File: src/rtl/irq_pkg.sv
package irq_pkg;

    localparam int BYTE_W     = 8;
    localparam int NUM_FIELDS = 3;
    localparam int NUM_SRC    = 3;
    localparam int RSVD_W     = BYTE_W - NUM_SRC - 1;

    // Source indices; also the enable bit positions
    localparam int SRC_UPD = 0;
    localparam int SRC_ALM = 1;
    localparam int SRC_PER = 2;

    typedef logic [BYTE_W-1:0]  tbyte_t;
    typedef logic [NUM_SRC-1:0] src_vec_t;

    typedef struct packed {
        logic              irqf;
        logic              per;
        logic              alm;
        logic              upd;
        logic [RSVD_W-1:0] rsvd;
    } status_t;

    function automatic status_t pack_status(src_vec_t flags, logic req);
        status_t s;
        s.irqf = req;
        s.per  = flags[SRC_PER];
        s.alm  = flags[SRC_ALM];
        s.upd  = flags[SRC_UPD];
        s.rsvd = '0;
        return s;
    endfunction

endpackage

File: src/rtl/irq_alarm_cmp.sv
module irq_alarm_cmp #(
    parameter int W = irq_pkg::BYTE_W,
    parameter int N = irq_pkg::NUM_FIELDS
) (
    input  logic [N-1:0][W-1:0] now_i,
    input  logic [N-1:0][W-1:0] alm_i,
    output logic                match_o
);
    localparam int DC_W = 2;

    logic [N-1:0] hit;

    for (genvar g = 0; g < N; g++) begin : g_field
        logic wild;
        assign wild   = &alm_i[g][W-1 -: DC_W];
        assign hit[g] = wild | (now_i[g] == alm_i[g]);
    end

    assign match_o = &hit;

endmodule

File: src/rtl/irq_enable_reg.sv
module irq_enable_reg #(
    parameter int N       = irq_pkg::NUM_SRC,
    parameter int UPD_IDX = irq_pkg::SRC_UPD
) (
    input  logic         clk,
    input  logic         rst,
    input  logic         wr_i,
    input  logic [N-1:0] wdata_i,
    input  logic         lock_i,
    input  logic         inhibit_i,
    output logic [N-1:0] en_o
);
    logic [N-1:0] en_r;

    always_ff @(posedge clk) begin
        if (rst) begin
            en_r <= '0;
        end else begin
            if (wr_i && !lock_i)
                en_r <= wdata_i;
            if (inhibit_i)
                en_r[UPD_IDX] <= 1'b0;
        end
    end

    assign en_o = en_r;

    p_inhibit_clears_r9: assert property (@(posedge clk) disable iff (rst)
        inhibit_i |=> !en_o[UPD_IDX]);

    p_lock_holds_r11: assert property (@(posedge clk) disable iff (rst)
        (lock_i && !inhibit_i) |=> $stable(en_o));

endmodule

File: src/rtl/irq_flag_bank.sv
module irq_flag_bank #(
    parameter int N = irq_pkg::NUM_SRC
) (
    input  logic         clk,
    input  logic         rst,
    input  logic [N-1:0] set_i,
    input  logic         clr_i,
    output logic [N-1:0] flags_o
);
    logic [N-1:0] flag_r;

    for (genvar i = 0; i < N; i++) begin : g_flag
        always_ff @(posedge clk) begin
            if (rst)
                flag_r[i] <= 1'b0;
            else if (set_i[i])
                flag_r[i] <= 1'b1;
            else if (clr_i)
                flag_r[i] <= 1'b0;
        end

        p_event_wins_r5: assert property (@(posedge clk) disable iff (rst)
            set_i[i] |=> flags_o[i]);

        p_read_clears_r4: assert property (@(posedge clk) disable iff (rst)
            (clr_i && !set_i[i]) |=> !flags_o[i]);
    end

    assign flags_o = flag_r;

endmodule

File: src/rtl/irq_ctrl.sv
module irq_ctrl
    import irq_pkg::*;
#(
    parameter int W = irq_pkg::BYTE_W
) (
    input  logic         clk,
    input  logic         rst,
    input  logic         periodic_evt,
    input  logic         update_evt,
    input  logic         host_lock,
    input  logic [W-1:0] cur_sec,
    input  logic [W-1:0] cur_min,
    input  logic [W-1:0] cur_hr,
    input  logic [W-1:0] alm_sec,
    input  logic [W-1:0] alm_min,
    input  logic [W-1:0] alm_hr,
    input  logic         en_wr,
    input  logic [2:0]   en_wdata,
    input  logic         xfer_inhibit,
    input  logic         flag_rd,
    output logic [2:0]   en_q,
    output logic [7:0]   flag_q,
    output logic         irq_oe,
    output logic         irq_o
);
    logic [NUM_FIELDS-1:0][W-1:0] now_bytes;
    logic [NUM_FIELDS-1:0][W-1:0] alm_bytes;
    logic                         alarm_match;
    src_vec_t                     set_vec;
    src_vec_t                     flags;
    src_vec_t                     en_vec;
    src_vec_t                     en_eff;
    logic                         clr;
    logic                         req;
    status_t                      status;

    assign now_bytes = {cur_hr, cur_min, cur_sec};
    assign alm_bytes = {alm_hr, alm_min, alm_sec};

    irq_alarm_cmp #(.W(W), .N(NUM_FIELDS)) u_cmp (
        .now_i   (now_bytes),
        .alm_i   (alm_bytes),
        .match_o (alarm_match)
    );

    always_comb begin
        set_vec          = '0;
        set_vec[SRC_PER] = periodic_evt;
        set_vec[SRC_UPD] = update_evt;
        set_vec[SRC_ALM] = update_evt & alarm_match;
    end

    assign clr = flag_rd & ~host_lock;

    irq_flag_bank #(.N(NUM_SRC)) u_flags (
        .clk     (clk),
        .rst     (rst),
        .set_i   (set_vec),
        .clr_i   (clr),
        .flags_o (flags)
    );

    irq_enable_reg #(.N(NUM_SRC), .UPD_IDX(SRC_UPD)) u_en (
        .clk       (clk),
        .rst       (rst),
        .wr_i      (en_wr),
        .wdata_i   (en_wdata),
        .lock_i    (host_lock),
        .inhibit_i (xfer_inhibit),
        .en_o      (en_vec)
    );

    always_comb begin
        en_eff          = en_vec;
        en_eff[SRC_UPD] = en_vec[SRC_UPD] & ~xfer_inhibit;
    end

    assign req    = |(flags & en_eff);
    assign status = pack_status(flags, req);

    assign en_q   = en_vec;
    assign flag_q = status;
    assign irq_oe = req;
    assign irq_o  = 1'b0;

    p_reset_release_r10: assert property (@(posedge clk) disable iff (rst)
        $past(rst) |-> (!irq_oe && flag_q == 8'h00 && en_q == 3'b000));

    p_read_release_r4: assert property (@(posedge clk) disable iff (rst)
        (flag_rd && !host_lock && !periodic_evt && !update_evt) |=> !irq_oe);

    p_inhibit_mask_r8: assert property (@(posedge clk) disable iff (rst)
        (xfer_inhibit && !en_q[SRC_ALM] && !en_q[SRC_PER]) |-> !irq_oe);

    p_summary_r3: assert property (@(posedge clk) disable iff (rst)
        flag_q[7] == irq_oe);

endmodule

File: config.mk
export PLATFORM = sky130hd
export DESIGN_NAME = irq_ctrl
export DESIGN_NICKNAME = d
export VERILOG_FILES = /design/src/rtl/irq_pkg.sv /design/src/rtl/irq_alarm_cmp.sv /design/src/rtl/irq_enable_reg.sv /design/src/rtl/irq_flag_bank.sv /design/src/rtl/irq_ctrl.sv
export SDC_FILE = /design/constraint.sdc
export NUM_CORES = 1
export LEC_CHECK = 0
export BUFFER_PORTS_ARGS = -buffer_cell sky130_fd_sc_hd__buf_2
export CORE_MARGIN = 10
export CORE_UTILIZATION = 30
export CTS_BUF_LIST = sky130_fd_sc_hd__clkbuf_8
export DETAILED_ROUTE_END_ITERATION = 6
export GPL_TIMING_DRIVEN = 0
export PLACE_DENSITY = 0.82
export SKIP_CTS_REPAIR_TIMING = 1
export SYNTH_ARGS = -nofsm -noshare
export SYNTH_HDL_FRONTEND = slang
export SYNTH_SLANG_ARGS = --single-unit
File: constraint.sdc
create_clock -name clk -period 1.2 [get_ports clk]
set_input_delay 0.18 -clock clk [delete_from_list [all_inputs] [get_ports clk]]
set_output_delay 0.18 -clock clk [all_outputs]
set_load 0.02 [all_outputs]
After elaboration in Yosys (flattened, before gate mapping)
Index checks and enable logic that the tools add are counted.
- register bits: 6
- logic and storage cells: 32
- mux-type cells: 4
- eq/ne operators: 3
- bitwise gates (word level): 9
- reduce and logical (&&, ||, !) cells: 11
- operator list (kind ; number):
    8-bit == test ; 3
    2-bit AND reduction ; 3
    2-bit nonzero test ; 3
    1-bit 2-to-1 mux ; 4
    1-bit AND ; 3
    3-bit AND ; 1
    1-bit OR ; 3
    3-bit AND reduction ; 1
    3-bit OR reduction ; 1
    1-bit inverter ; 2
    2-bit OR reduction ; 1
    1-bit logical AND ; 1
    1-bit zero test ; 1

Logic depth before layout (Yosys ltp)
- word-level depth: 5
- gate-level depth with buffers: 4

Cells and area by module
From an unflattened synthesis, not the netlist that was laid out.
- cell total of the unflattened synthesis: 68
- area, all modules: 584.3 um2
- modules (own cells, without submodules) (module ; times used ; cells each ; area each (um2)):
    irq_alarm_cmp ; 1 ; 34 ; 280.3
    irq_enable_reg ; 1 ; 10 ; 121.4
    irq_flag_bank ; 1 ; 12 ; 105.1
    irq_ctrl ; 1 ; 12 ; 77.6

Least setup slack after synthesis
No wires, ideal clock.
- path kind: reg-to-output
- from: register u_en.en_r[0], in the netlist u_en.en_o[0]
- to: output port flag_q[7]
- data arrival time: 1305 ps
- setup slack: -285 ps
- buffers on the path: 1
- stages on the path, launching flop included: 4
- cell sequence: dfxtp_1 > nand2_1 > o21ai_0 > buf_4
- word-level cells in the longest chain between the ends: 3
- RTL lines (item ; RTL line ; RTL):
    start, declared ; irq_enable_reg.sv:13 ; logic [N-1:0] en_r;
    start signal, assigned ; irq_enable_reg.sv:20 ; en_r <= wdata_i;
    1-bit AND ; irq_ctrl.sv:75 ; en_eff[SRC_UPD] = en_vec[SRC_UPD] & ~xfer_inhibit;
    3-bit AND ; irq_ctrl.sv:78 ; assign req = |(flags & en_eff);
    3-bit OR reduction ; irq_ctrl.sv:78 ;
    end, declared ; irq_ctrl.sv:22 ; output logic [7:0] flag_q,
No other way between the ends.

Final worst setup path
- from: register u_en.en_r[1], in the netlist u_en.en_o[1]
- to: output port flag_q[7]
- word-level cells in the longest chain between the ends: 2
- RTL lines (item ; RTL line):
    3-bit AND ; irq_ctrl.sv:78
    3-bit OR reduction ; irq_ctrl.sv:78
No other way between the ends.

==> run metrics <==
final WL 2.36 mm; clock period minus worst slack 1270 ps; # rows 15; status complete, but fails checks; R2R Path End u_en.en_o[0]; fmax 787 MHz; synthesis warning total 0; flops & latches, synth 6; clock transition at the registers of the reported paths 40 ps; Initial Utilization 0.320; crit path DAT 1090 ps; period utilisation layout 1.06; Final setup viols 1; Slew Limit Fails 0; H-Tree Depth 1; Worst Skew 0 ps; vias in the first global route 808; CTS tree done; leakage 0.543 nW; Util after Layout 0.568; Nets roughly 200; worst endpoint required time 1020 ps; ratio of cells with drive above 1 in the final layout 0.577; Pwr Density 789 nW/um2; Hold Path End u_en.en_o[0]; Fill cells between 150 and 200; Final Power 0.782 mW; via count 727; combinational family with the most area after synthesis XOR/XNOR gates; multi-input logic area 417 um2; XOR/XNOR Fraction of Synth Area 0.377; CP max-delay cell dfxtp_2; Synth top area share 0.377; Post-DRT Antenna Nets 0; critical path, cell by cell a22oi_2 > o21ai_2 > buf_4 > buf_6; Die W 63.1 um; CTS max path bufs 2; post-synthesis cell count 64; cts bufs inserted 3; Avg Cell Area, Syn 8.72 um2; crit end category output pin; first-pass GRT wire length approximately 3.5 mm; Routed WL per cell 14.6 um; Peak supply drop 0.635 mV; crit path max fanout 3; initial DRC count 21; Port Buffers 66; cell area after synthesis roughly 560 um2; mux contribution to synthesized area 0.0538; DIE AREA 3990 um2; register area 121 um2; sequential area share after synthesis 0.215; slowest stage delay, CP 320 ps; GPL Wtd Cong 0.697; post-synth top area cell xor2_1; Simple-Gate Fraction of Synth Area 0.157; post-synthesis adder-cell area fraction 0; clk sink count 6; antenna diode count 0; Worst Hold Launch xfer_inhibit; global route overflow 0; worst reg2reg path depth 2; Area Growth Syn to Fin 77.8%; Total GRT Usage 0.107; critical path startpoint category register; core area 1750 um2; Fin. Hold Viols 0; initial antenna violation count 0; chip height 63.1 um; Detailed Place HPWL approximately 2.1 mm; via/cell ratio around 4.5; pin count of the biggest net entering global routing 8; Min Hold Slack 169 ps; Ports 72; Max Cap Violations 0; Worst R2R Start u_en.en_o[0]; Final Worst Setup Slack -71.2 ps; Netlist cell types 16; reg2reg setup slack 570 ps; Worst Hold Class in2reg; unrepaired setup endpoints after global routing yes; top cells by area, synth xor2_1, dfxtp_1, buf_4; Root Buffer clkbuf_8; post-synthesis compound-gate area fraction 0.110; Worst Hold Path Cells 2; Pre-Repair DR Iteration Count 4; failing checks setup timing; clk_lat worst skew between 200 and 250 ps; DRC 0; WS Path Type reg2out
==> power breakdown <==
part	internal (mW)	switching (mW)
sequential	0.210	0.00730
combinational	0.138	0.122
clock	0.216	0.0894
==> synthesized netlist by cell type (all sizes together) <==
library cell and n:
o41ai 1, dfxtp 6, nor3 1, a21oi 2
nand2 1, o21ai 1, nor2b 1, nor2 4
nand3b 1, a22oi 4, xor2 24, nor4 6
conb 1, nand2b 2, buf 6, mux2i 3
==> metal layers <==
layer	vias to the layer above	part of all wire	global-route usage
li1	357	-	-
met1	327	0.34	0.0933
met2	41	0.55	0.211
met3	2	0.10	0.0601
met4	0	0.0080	0.0168
met5	-	0	0
==> sequential cells by signal, indices dropped and copies added (netlist names) <==
signal / flops
u_flags.flags_o: 3
u_en.en_o: 3
==> through the flow <==
step	std cells	TNS (ps)	cell area, um2	worst slack, ps
after floorplan	68	0	577	37.7
after global placement	159	-91.0	938	-91.0
after detailed placement	159	-64.9	938	-64.9
after CTS	162	-138	980	-125
after global routing	162	-152	992	-125
final	162	-71.2	992	-71.2
==> how the worst max path moves through the flow <==
stage,startpoint,to,cells after the start,slack (ps)
floorplan,u_en.en_o[0],flag_q[7],3,40
global placement,alm_min[6],u_flags.flags_o[1],5,-90
detailed placement,alm_sec[7],u_flags.flags_o[1],5,-60
CTS,u_flags.flags_o[1],flag_q[7],4,-120
global route,u_en.en_o[1],flag_q[7],4,-120
finish,u_en.en_o[1],flag_q[7],4,-70
==> cells by family (layout without fill, tap and decap cells) <==
family	Yosys count	in the layout
other	1	5
muxes	3	3
and+or+nand+nor	16	16
DFF	6	6
buffers and inverters	6	75
AOI/OAI and AO/OA	8	8
xor gates and xnor gates	24	24
==> area by class of cell <==
class	instances	share of cell area
buffer	6	0.0454
timing repair buffer	66	0.339
sequential	6	0.122
multi-input combinational	56	0.420
tap	25	0.0315
clock buffer	3	0.0416
==> critical path, delay by kind of cell, from the launching register on <==
| family | cells | cell delay [ps] |
|---|---|---|
| DFF | 1 | 320 |
| buffers and inverters | 2 | 250 |
| AOI/OAI and AO/OA | 2 | 290 |
==> cells in the final DEF (no fill, tap or decap), drive strengths merged <==
| master | count |
|---|---|
| dfxtp | 6 |
| buf | 72 |
| nand2b | 2 |
| nor2 | 4 |
| nor4 | 6 |
| a22oi | 4 |
| o41ai | 1 |
| nand3b | 1 |
| o21ai | 1 |
| clkbuf | 3 |
| nand2 | 1 |
| mux2i | 3 |
| a21oi | 2 |
| xor2 | 24 |
| nor2b | 1 |
| nor3 | 1 |
| conb | 5 |
Power figures use the tool's default switching activity.
